===== config.mk =====
export PLATFORM = sky130hd
export DESIGN_NAME = sector_write_seq
export DESIGN_NICKNAME = d
export VERILOG_FILES = /design/src/rtl/swr_pkg.sv /design/src/rtl/swr_fsm.sv /design/src/rtl/swr_prefetch.sv /design/src/rtl/swr_shifter.sv /design/src/rtl/sector_write_seq.sv
export SDC_FILE = /design/constraint.sdc
export NUM_CORES = 1
export LEC_CHECK = 0
export CORE_MARGIN = 10
export CORE_UTILIZATION = 40
export CTS_CLUSTER_SIZE = 28
export DETAILED_ROUTE_END_ITERATION = 10
export PLACE_DENSITY = 0.62
export SLEW_MARGIN = 30
export SYNTH_ARGS = -nofsm -noshare
export SYNTH_HDL_FRONTEND = slang
export SYNTH_SLANG_ARGS = --single-unit

===== constraint.sdc =====
create_clock -name clk -period 3.45 [get_ports clk]
set_input_delay 0.69 -clock clk [delete_from_list [all_inputs] [get_ports clk]]
set_output_delay 0.69 -clock clk [all_outputs]
set_load 0.05 [all_outputs]

===== src/rtl/swr_pkg.sv =====
`timescale 1ns/1ps
package swr_pkg;
  typedef enum logic [1:0] {
    ST_IDLE = 2'd0,
    ST_SYNC = 2'd1,
    ST_DATA = 2'd2,
    ST_CKW  = 2'd3
  } swr_state_e;
endpackage


===== src/rtl/swr_fsm.sv =====
`timescale 1ns/1ps
module swr_fsm import swr_pkg::*; #(
  parameter int W            = 16,
  parameter int SYNC_GATE    = 120,
  parameter int SYNC_BIT     = 232,
  parameter int WORDS        = 96,
  parameter int CKW_BITS     = 12,
  parameter int CKW_GATE_OFF = 15,
  parameter int CKW_END      = 36,
  localparam int FCW = $clog2(SYNC_BIT + 1),
  localparam int WCW = $clog2(WORDS),
  localparam int BCW = $clog2(W)
) (
  input  logic           clk,
  input  logic           rst_n,
  input  logic           active,
  input  logic           sector_mark,
  input  logic           bit_en,
  output swr_state_e     state_o,
  output logic           prime_o,
  output logic           load_o,
  output logic [WCW-1:0] load_idx_o,
  output logic           shift_o,
  output logic           end_o,
  output logic           gate_o,
  output logic           sync_bit_o,
  output logic           ckw_win_o
);
  swr_state_e     state, n_state;
  logic [FCW-1:0] fcnt, n_fcnt;
  logic [BCW-1:0] bcnt, n_bcnt;
  logic [WCW-1:0] wcnt, n_wcnt;

  logic last_bit, last_word;
  assign last_bit  = (bcnt == BCW'(W - 1));
  assign last_word = (wcnt == WCW'(WORDS - 1));

  always_comb begin
    n_state = state;
    n_fcnt  = fcnt;
    n_bcnt  = bcnt;
    n_wcnt  = wcnt;
    case (state)
      ST_IDLE: if (active && sector_mark) begin
        n_state = ST_SYNC;
        n_fcnt  = '0;
      end
      ST_SYNC: if (bit_en) begin
        if (fcnt == FCW'(SYNC_BIT)) begin
          n_state = ST_DATA;
          n_bcnt  = '0;
          n_wcnt  = '0;
        end else begin
          n_fcnt = fcnt + 1'b1;
        end
      end
      ST_DATA: if (bit_en) begin
        if (last_bit) begin
          n_bcnt = '0;
          if (last_word) begin
            n_state = ST_CKW;
            n_fcnt  = '0;
          end else begin
            n_wcnt = wcnt + 1'b1;
          end
        end else begin
          n_bcnt = bcnt + 1'b1;
        end
      end
      default: if (bit_en) begin
        if (fcnt == FCW'(CKW_END)) n_state = ST_IDLE;
        else                       n_fcnt  = fcnt + 1'b1;
      end
    endcase
  end

  always_ff @(posedge clk or negedge rst_n) begin
    if (!rst_n) begin
      state <= ST_IDLE;
      fcnt  <= '0;
      bcnt  <= '0;
      wcnt  <= '0;
    end else begin
      state <= n_state;
      fcnt  <= n_fcnt;
      bcnt  <= n_bcnt;
      wcnt  <= n_wcnt;
    end
  end

  assign state_o    = state;
  assign sync_bit_o = (state == ST_SYNC) && (fcnt == FCW'(SYNC_BIT));
  assign prime_o    = (state == ST_SYNC) && bit_en && (fcnt == FCW'(SYNC_GATE));
  assign load_o     = bit_en && (sync_bit_o ||
                      ((state == ST_DATA) && last_bit && !last_word));
  assign load_idx_o = (state == ST_SYNC) ? '0 : wcnt + 1'b1;
  assign shift_o    = (state == ST_DATA) && bit_en && !last_bit;
  assign end_o      = (state == ST_CKW) && bit_en && (fcnt == FCW'(CKW_END));
  assign ckw_win_o  = (state == ST_CKW) && (fcnt < FCW'(CKW_BITS));
  assign gate_o     = ((state == ST_SYNC) && (fcnt >= FCW'(SYNC_GATE))) ||
                      (state == ST_DATA) ||
                      ((state == ST_CKW) && (fcnt < FCW'(CKW_GATE_OFF)));

  // no sector can start while nothing is armed
  p_mark_ignored_r2: assert property (@(posedge clk) disable iff (!rst_n)
    (state == ST_IDLE && !active) |=> (state == ST_IDLE));
  // an accepted mark opens the sync field with a cleared count
  p_sync_entry_r3: assert property (@(posedge clk) disable iff (!rst_n)
    (state == ST_IDLE && active && sector_mark) |=> (state == ST_SYNC && fcnt == '0));
  // the closing strobe returns the sequencer to idle
  p_done_idle_r10: assert property (@(posedge clk) disable iff (!rst_n)
    end_o |=> (state == ST_IDLE));
endmodule


===== src/rtl/swr_prefetch.sv =====
`timescale 1ns/1ps
module swr_prefetch #(
  parameter int W        = 16,
  parameter int LW       = 16,
  parameter int WORDS    = 96,
  parameter int PREFETCH = 2,
  localparam int WCW      = $clog2(WORDS),
  localparam int NW       = $clog2(PREFETCH + 1),
  localparam int REQ_LAST = WORDS - PREFETCH
) (
  input  logic           clk,
  input  logic           rst_n,
  input  logic           op_start,
  input  logic [LW-1:0]  op_len,
  input  logic           mem_ack,
  input  logic [W-1:0]   mem_data,
  input  logic           prime,
  input  logic           load,
  input  logic [WCW-1:0] load_idx,
  input  logic           sector_end,
  output logic           mem_req,
  output logic [W-1:0]   word_o,
  output logic           active_o,
  output logic           lost_o
);
  logic [W-1:0]  b1, b2, n_b1, n_b2;
  logic          v1, v2, n_v1, n_v2;
  logic [NW-1:0] need, n_need;
  logic [LW-1:0] len, n_len;
  logic          lost, n_lost, active, n_active;
  logic          ack, starve, req_more;

  assign ack      = mem_req && mem_ack;
  assign starve   = load && !v2 && !v1;
  assign req_more = load && (load_idx < WCW'(REQ_LAST));
  assign word_o   = v2 ? b2 : (v1 ? b1 : '0);
  assign mem_req  = active && (need != '0) && (len != '0);

  always_comb begin
    n_b1 = b1; n_b2 = b2; n_v1 = v1; n_v2 = v2;
    n_len    = len - {{(LW-1){1'b0}}, ack};
    n_need   = need + {{(NW-1){1'b0}}, req_more} - {{(NW-1){1'b0}}, ack};
    n_lost   = lost || (starve && (len != '0));
    n_active = active;
    if (prime) n_need = NW'(PREFETCH);
    // consume the oldest word
    if (load) begin
      if (v2)      n_v2 = 1'b0;
      else if (v1) n_v1 = 1'b0;
    end
    // age the younger entry
    if (n_v1 && !n_v2) begin
      n_b2 = b1;
      n_v2 = 1'b1;
      n_v1 = 1'b0;
    end
    if (ack) begin
      n_b1 = mem_data;
      n_v1 = 1'b1;
    end
    if (sector_end) begin
      n_need = '0;
      n_v1   = 1'b0;
      n_v2   = 1'b0;
      if (n_len == '0 || n_lost) n_active = 1'b0;
    end
    if (op_start) begin
      n_len    = op_len;
      n_lost   = 1'b0;
      n_active = 1'b1;
      n_need   = '0;
      n_v1     = 1'b0;
      n_v2     = 1'b0;
    end
  end

  always_ff @(posedge clk or negedge rst_n) begin
    if (!rst_n) begin
      b1 <= '0; b2 <= '0; v1 <= 1'b0; v2 <= 1'b0;
      need <= '0; len <= '0; lost <= 1'b0; active <= 1'b0;
    end else begin
      b1 <= n_b1; b2 <= n_b2; v1 <= n_v1; v2 <= n_v2;
      need <= n_need; len <= n_len; lost <= n_lost; active <= n_active;
    end
  end

  assign active_o = active;
  assign lost_o   = lost;

  // an arriving word always finds a free entry
  p_room_r5: assert property (@(posedge clk) disable iff (!rst_n)
    (mem_req && mem_ack) |-> !(v1 && v2));
  // each accepted word takes one from the length
  p_len_step_r7: assert property (@(posedge clk) disable iff (!rst_n)
    (mem_req && mem_ack && !op_start) |=> (len == $past(len) - 1'b1));
  // the underrun flag is held until re-armed
  p_lost_hold_r8: assert property (@(posedge clk) disable iff (!rst_n)
    (lost && !op_start) |=> lost);
endmodule


===== src/rtl/swr_shifter.sv =====
`timescale 1ns/1ps
module swr_shifter #(
  parameter int W = 16
) (
  input  logic         clk,
  input  logic         rst_n,
  input  logic         load,
  input  logic         shift,
  input  logic [W-1:0] word,
  output logic         msb
);
  logic [W-1:0] sh, n_sh;

  always_comb begin
    n_sh = sh;
    if (load)       n_sh = word;
    else if (shift) n_sh = {sh[W-2:0], 1'b0};
  end

  always_ff @(posedge clk or negedge rst_n) begin
    if (!rst_n) sh <= '0;
    else        sh <= n_sh;
  end

  assign msb = sh[W-1];

  // bits leave from the top, one per tick
  p_shift_r5: assert property (@(posedge clk) disable iff (!rst_n)
    (shift && !load) |=> (sh == {$past(sh[W-2:0]), 1'b0}));
endmodule


===== src/rtl/sector_write_seq.sv =====
`timescale 1ns/1ps
module sector_write_seq import swr_pkg::*; #(
  parameter int W            = 16,
  parameter int LW           = 16,
  parameter int SYNC_GATE    = 120,
  parameter int SYNC_BIT     = 232,
  parameter int WORDS        = 96,
  parameter int PREFETCH     = 2,
  parameter int CKW_BITS     = 12,
  parameter int CKW_GATE_OFF = 15,
  parameter int CKW_END      = 36,
  localparam int WCW = $clog2(WORDS)
) (
  input  logic          clk,
  input  logic          rst_n,
  input  logic          op_start,
  input  logic [LW-1:0] op_len,
  input  logic          sector_mark,
  input  logic          bit_en,
  output logic          mem_req,
  input  logic          mem_ack,
  input  logic [W-1:0]  mem_data,
  input  logic          ckw_bit,
  output logic          ckw_shift,
  output logic          wr_gate,
  output logic          wr_data,
  output logic          busy,
  output logic          lost_data,
  output logic          sector_done
);
  logic [1:0] rst_pipe;
  logic       rst_sn;

  always_ff @(posedge clk or negedge rst_n) begin
    if (!rst_n) rst_pipe <= 2'b00;
    else        rst_pipe <= {rst_pipe[0], 1'b1};
  end
  assign rst_sn = rst_pipe[1];

  swr_state_e     state;
  logic           prime, load, shift, sec_end, gate, sync_bit, ckw_win;
  logic           active, lost, msb;
  logic [WCW-1:0] load_idx;
  logic [W-1:0]   next_word;

  swr_fsm #(
    .W(W), .SYNC_GATE(SYNC_GATE), .SYNC_BIT(SYNC_BIT), .WORDS(WORDS),
    .CKW_BITS(CKW_BITS), .CKW_GATE_OFF(CKW_GATE_OFF), .CKW_END(CKW_END)
  ) u_fsm (
    .clk(clk), .rst_n(rst_sn), .active(active), .sector_mark(sector_mark),
    .bit_en(bit_en), .state_o(state), .prime_o(prime), .load_o(load),
    .load_idx_o(load_idx), .shift_o(shift), .end_o(sec_end), .gate_o(gate),
    .sync_bit_o(sync_bit), .ckw_win_o(ckw_win)
  );

  swr_prefetch #(
    .W(W), .LW(LW), .WORDS(WORDS), .PREFETCH(PREFETCH)
  ) u_prefetch (
    .clk(clk), .rst_n(rst_sn), .op_start(op_start), .op_len(op_len),
    .mem_ack(mem_ack), .mem_data(mem_data), .prime(prime), .load(load),
    .load_idx(load_idx), .sector_end(sec_end), .mem_req(mem_req),
    .word_o(next_word), .active_o(active), .lost_o(lost)
  );

  swr_shifter #(.W(W)) u_shifter (
    .clk(clk), .rst_n(rst_sn), .load(load), .shift(shift),
    .word(next_word), .msb(msb)
  );

  assign wr_gate     = gate;
  assign wr_data     = sync_bit || ((state == ST_DATA) && msb) || (ckw_win && ckw_bit);
  assign ckw_shift   = ckw_win;
  assign busy        = active;
  assign lost_data   = lost;
  assign sector_done = sec_end;

  // no write activity while held in reset
  p_quiet_reset_r1: assert property (@(posedge clk)
    !rst_sn |-> (!wr_gate && !mem_req && !busy));
endmodule


* Word level (Yosys, flattened, before mapping)
Cells that the tools add are included.
** Cells by class
- $add $sub $neg :: 6
- Multiply operators :: 0
- Divide/modulo/power cells :: 0
- Magnitude comparators :: 4
- Equality and inequality tests :: 17
- Shift operators :: 0
- Muxes and demuxes :: 52
- Bitwise operators :: 0
- Reduce and logical (&&, ||, !) cells :: 51
** Operators by type and width (count)
- $mux 16 :: 5
- $mux 8 :: 8
- $mux 7 :: 6
- $logic_and 1x1->1 :: 24
- $pmux 8 s3 :: 1
- $mux 2 :: 11
- $logic_not 16->1 :: 1
- $lt 8x4->1 const B :: 2
- $mux 4 :: 4
- $reduce_and 8->1 :: 2
- $reduce_bool 16->1 :: 1
- $sub 16x1->16 :: 1
- $mux 1 :: 14
- $pmux 7 s2 :: 1
- $reduce_bool 2->1 :: 6
- $ne 2x2->1 const B :: 5
- $add 8x1->8 const B :: 1
- $eq 8x6->1 const B :: 1
- $eq 8x7->1 const B :: 1
- $eq 8x8->1 const B :: 1
- $ge 8x7->1 const B :: 1
- $pmux 4 s2 :: 1
- $add 7x1->7 const B :: 1
- $eq 7x7->1 const B :: 1
- other kinds (17) :: 30
** Word-level totals
- Register bits :: 93
- Latch bits :: 0
- Memory bits (writable) :: 0
- Bits in read-only memories :: 0
- Input port bits :: 39
- Output and inout bits :: 7
- Logic and storage cells :: 144
- Memories :: 0

* Depth between registers and ports, before layout
Gate-level depths: netlist of the first run.
- Depth in word-level cells :: 13
- Mapped depth :: 16
- Gate-level depth less buffers :: 12

* Modules after synthesis
From an unflattened synthesis of the first run, not the netlist that was laid out.
** Second synthesis, totals
- Cells, all modules :: 517
- Area total of the unflattened synthesis :: 5424.0 µm²
** Modules (own cells, without submodules)
- swr_prefetch :: times used 1, cells each 251, area an instance 2824.0 µm², sequential area each 1351.3 µm²
- swr_fsm :: times used 1, cells each 191, area an instance 1786.7 µm², sequential area each 525.5 µm²
- swr_shifter :: times used 1, cells each 69, area an instance 742.0 µm², sequential area each 400.4 µm²
- sector_write_seq :: times used 1, cells each 6, area an instance 71.3 µm², sequential area each 50.0 µm²

* Least setup slack after synthesis of the first run
No wires, ideal clock.
- Path type :: register to register
- Start :: reg u_prefetch.len[2]
- End :: reg u_prefetch.active, in the netlist u_prefetch.active_o
- Library setup time :: 0.134 ns
- Arrival :: 3.397 ns
- Data required time :: 3.316 ns
- Slack :: -0.082 ns
- Cell stages (with the launch flop) :: 16
- Buffers on the path :: 3
- Period minus slack after synthesis :: 3.532 ns
- Cells stage by stage :: dfrtp_1 -> buf_2 -> nor3_1 -> and4_1 -> buf_2 -> a31oi_2 -> nand2_2 -> buf_6 -> inv_1 -> ha_1 -> ha_1 -> or4bb_1 -> nor4_1 -> and4_1 -> nand4b_1 -> a2bb2oi_1
** On the way
- Longest elaborated chain between the ends :: 8
- Elaborated cells between the ends (all ways) :: 10
- Those cells by class :: 1 x add/sub; 9 x reduce/logical
** RTL lines
- start, declared :: RTL line swr_prefetch.sv:29 : logic [LW-1:0] len, n_len;
- start signal, assigned :: RTL line swr_prefetch.sv:83 : need <= n_need; len <= n_len; lost <= n_lost; active <= n_active;
- $reduce_bool 16->1 :: RTL line swr_prefetch.sv:37 : assign mem_req = active && (need != '0) && (len != '0);
- $logic_and 1x1->1 :: RTL line swr_prefetch.sv:37
- via mem_req :: RTL line sector_write_seq.sv:20 : output logic mem_req,
- $logic_and 1x1->1 :: RTL line swr_prefetch.sv:33 : assign ack = mem_req && mem_ack;
- via u_prefetch.ack :: RTL line swr_prefetch.sv:31 : logic ack, starve, req_more;
- $sub 16x1->16 :: RTL line swr_prefetch.sv:41 : n_len = len - {{(LW-1){1'b0}}, ack};
- $logic_not 16->1 :: RTL line swr_prefetch.sv:65 : if (n_len == '0 || n_lost) n_active = 1'b0;
- $logic_or 1x1->1 :: RTL line swr_prefetch.sv:65
- $reduce_bool 2->1 (no line)
- $reduce_and 2->1 (no line)
- end signal, assigned :: RTL line swr_prefetch.sv:83
- end, declared :: RTL line swr_prefetch.sv:30 : logic lost, n_lost, active, n_active;
The timed path passes the listed nets, and every way through them passes these cells.
A chain may end at the register's enable or synchronous reset.

* Worst setup path in the final report of the first run
- Start :: reg u_prefetch.len[4]
- End :: reg u_prefetch.active, in the netlist u_prefetch.active_o
** On the way
- Longest elaborated chain between the ends :: 8
- Elaborated cells between the ends (all ways) :: 10
- Those cells by class :: 1 x add/sub; 9 x reduce/logical
** RTL lines (RTL line)
- $reduce_bool 16->1 :: swr_prefetch.sv:37
- $logic_and 1x1->1 :: swr_prefetch.sv:37
- $logic_and 1x1->1 :: swr_prefetch.sv:33
- via u_prefetch.ack :: swr_prefetch.sv:31
- $sub 16x1->16 :: swr_prefetch.sv:41
- $logic_not 16->1 :: swr_prefetch.sv:65
- $logic_or 1x1->1 :: swr_prefetch.sv:65
- $reduce_bool 2->1 (no line)
- $reduce_and 2->1 (no line)
The timed path passes the listed nets, and every way through them passes these cells.

==> summary.txt, run 1 <==
Status
  • Status: completed

Critical path
  • Critical Path RT: 3.67 ns
  • Crit path kind: reg -> reg
  • Critical path startpoint: u_prefetch.len[4]$_DFF_PN0_
  • CP arrival: 3.43 ns
  • Reg-to-reg startpoint: u_prefetch.len[4]$_DFF_PN0_
  • Worst reg2reg path depth: 12
  • Crit path capture type: flop
  • CP endpoint: u_prefetch.active_o$_DFFE_PN0P_
  • R2R Path End: u_prefetch.active_o$_DFFE_PN0P_
  • R2R Setup Slk: around 0.24 ns
  • Crit start category: flop
  • Crit Path Max Fanout: 9

STA
  • RSZ-0062 raised after global routing: no
  • Min Tclk post-route: roughly 3.2 ns
  • Clock skew: 0.00576 ns
  • # setup viols final: 0
  • Slew Limit Fails: 0
  • Fin crit share: 0.930
  • Worst-margin pin slew: about 0.75 ns
  • Final Hold Viols: 0
  • Slew margin rel.: 0.498
  • Max Freq: between 300 and 400 MHz
  • Setup TNS: 0 ns

Clock network
  • Clk Latency, worst-skew pair: 0.35 ns
  • CTS tree: yes
  • Post-CTS Hold Buffers: 0
  • Root Buffer: clkbuf_16
  • Clk slew on worst S/H paths: around 0.07 ns
  • H-Tree Depth: 3
  • Setup bufs post-CTS: 0
  • TritonCTS Buffers: 9
  • # clock sinks: 93
  • CTS Buffer Depth: 2
  • Resized cells post-CTS: 0

Die
  • Die area: between 0.015 and 0.02 sq mm
  • Row Count: 40
  • Die outline height: around 130 um
  • Num ports: 46
  • Initial core utilization: 0.412
  • Die Span X: between 100 and 150 um
  • Core area: between 0.01 and 0.015 sq mm

Logic synthesis
  • Count leader, synth: dfrtp_1
  • Post-synth net total: roughly 550
  • Most frequent cells after synthesis: 93 x dfrtp_1, 72 x nand2_1, 32 x o21ai_0
  • Synth area leader: dfrtp_1
  • Top cell type's share of synthesized area: 0.467
  • Synth Flop Type: dfrtp_1
  • Synth async-reset ratio: 1.00
  • Post-synthesis cell area: roughly 0.005 sq mm
  • Share of the yosys chip area belonging to registers: 0.467
  • Syn Area/Cell: 9.95 sq um
  • Synth Instances: 501
  • Seq cells post-synth: 93
  • Area contributors post-synth: dfrtp_1 47%, mux2_2 5.9%, nand2_1 5.4%
  • Synth warnings: 0
  • Synth unique cells: between 60 and 70
  • Post-synth EDFFs: 0

Power
  • Peak supply drop: between 300 and 400 uV
  • Cell leakage power: around 0.0025 uW
  • PwrDens: just under 500 mW/mm^2
  • Total power: 2930 uW

Flow run
  • Max_cap viols: 0

Placed design
  • Placer Congestion: slightly below 0.9
  • Port buffer count: between 40 and 50
  • Detailed placer's ending HPWL: ~7800 um

Finish
  • Area grow syn2layout: 18.9%
  • Fin nets: about 590
  • Antenna Cells: 0
  • Share of layout cells above drive strength 1: 0.126

Drt
  • # DRC: 0
  • Drt first pass iters: 6
  • Total routed wirelength: roughly 11000 um
  • Vias: ~4k
  • 1st-iter DRT viols: 385
  • Via density: 5.50
  • ANT nets after route: 0
  • Routed len/inst: 15.4 um

GRT
  • Vias in the first global route: 3953
  • Grt ovf: 0
  • Largest net degree at the start of global routing: 47
  • Initial antenna violation count: 0
  • First-pass GRT wire length: ~19000 um
  • Gr usage total: 0.130

Min path
  • Worst min path class: reg -> async
## layer usage
layer / up-vias / track usage / part of all wire
li1: 1912 / - / -
met1: 1926 / 0.174 / 0.49
met2: 75 / 0.197 / 0.45
met3: 14 / 0.0305 / 0.042
met4: 0 / 0.0556 / 0.018
met5: - / 0 / 0
## worst max-delay path, cell delays in order, from the launching register on
cell,delay (ns)
dfrtp_1,0.48
nor3_1,0.36
and4_1,0.34
a31oi_4,0.12
nand2_2,0.09
inv_1,0.06
ha_1,0.27
ha_1,0.32
or4bb_1,0.40
nor4_1,0.16
and4_1,0.23
nand4b_1,0.11
a2bb2oi_1,0.16
## cell usage in the layout (no fill, tap or decap), types with 3 or more instances in the layout
cell,instances
dfrtp_1,92
nand2_1,72
clkdlybuf4s50_1,43
o21ai_0,32
mux2_2,26
nor2_1,20
inv_1,18
a31oi_1,18
nand3_1,16
a221oi_1,15
ha_1,13
buf_4,13
a21oi_1,11
o31ai_1,11
mux2_1,10
xnor2_1,9
clkbuf_16,9
nor2b_1,8
nand4_1,8
xor2_1,7
nor3_1,6
and3_1,6
nand4b_1,5
nor4b_1,5
nor4_1,4
nand2b_1,4
o21a_1,4
and4_1,3
a211oi_1,3
mux2i_1,3
a22o_1,3
## per-stage QoR
stage,hold WS [ns],worst slack (ns),instance area (sq um),util,instances
finish,0.139,0.242,5930,0.490,714
detailed placement,0.139,0.275,5620,0.464,698
CTS,0.145,0.135,5930,0.489,714
floorplan,0.331,0.0670,5000,-,501
global placement,0.140,0.416,5620,0.464,698
global route,0.163,0.0517,5930,0.490,714
## where the power goes
group          total, uW  switching [uW]  internal, uW
clock               1030             441           587
sequential          1450             173          1280
combinational        454             199           255
## sequential cells by signal, indices dropped and copies added, names as in the netlist, 2 cells and up
signal           count
u_prefetch.b1       16
u_prefetch.b2       16
u_prefetch.len      16
u_shifter.sh        16
u_fsm.fcnt           8
u_fsm.wcnt           7
u_fsm.bcnt           4
rst_pipe             2
u_fsm.state_o        2
u_prefetch.need      2
## layout make-up
cell class	count	area [sq um]
fillers	1180	6180
multi-input cells	362	2470
flip-flops and latches	93	2330
repair buffers	57	541
clock buffers	10	239
well taps	168	210
clock inverters	6	68.8
inverters	18	67.6
## logic make-up (layout without fill, tap and decap cells)
logic type	after synthesis	in the layout	share of synthesized area
fa+ha+maj	14	14	0.0346
flops	93	93	0.467
compound gates	113	113	0.154
mux	39	39	0.0873
xor+xnor	16	16	0.0281
simple gates	179	179	0.188
buf+inv	46	91	0.0411
other cells	1	1	0.000752
## worst min-delay path by stage
stage / startpoint / end
after CTS: rst_pipe[1]$_DFF_PN0_ / u_prefetch.b1[4]$_DFFE_PN0P_
final: rst_pipe[1]$_DFF_PN0_ / u_prefetch.b1[4]$_DFFE_PN0P_
after detailed placement: rst_pipe[1]$_DFF_PN0_ / u_prefetch.b1[4]$_DFFE_PN0P_
after floorplan: rst_pipe[0]$_DFF_PN0_ / rst_pipe[1]$_DFF_PN0_
after global routing: rst_pipe[1]$_DFF_PN0_ / u_prefetch.b1[4]$_DFFE_PN0P_
after global placement: rst_pipe[1]$_DFF_PN0_ / u_prefetch.b1[4]$_DFFE_PN0P_
Power figures use the tool's default switching activity.
==> run 2: changes to the inputs <==
- SKIP_CTS_REPAIR_TIMING: not set -> 1
==> results of run 2 <==
Same layout as run 1: the final DEF is identical, and so are final timing and power.
==> run 3: changes to the inputs <==
- CTS_CLUSTER_SIZE: 28 -> 8
==> results of run 3 <==
Same layout as run 1: the final DEF is identical, and so are final timing and power.
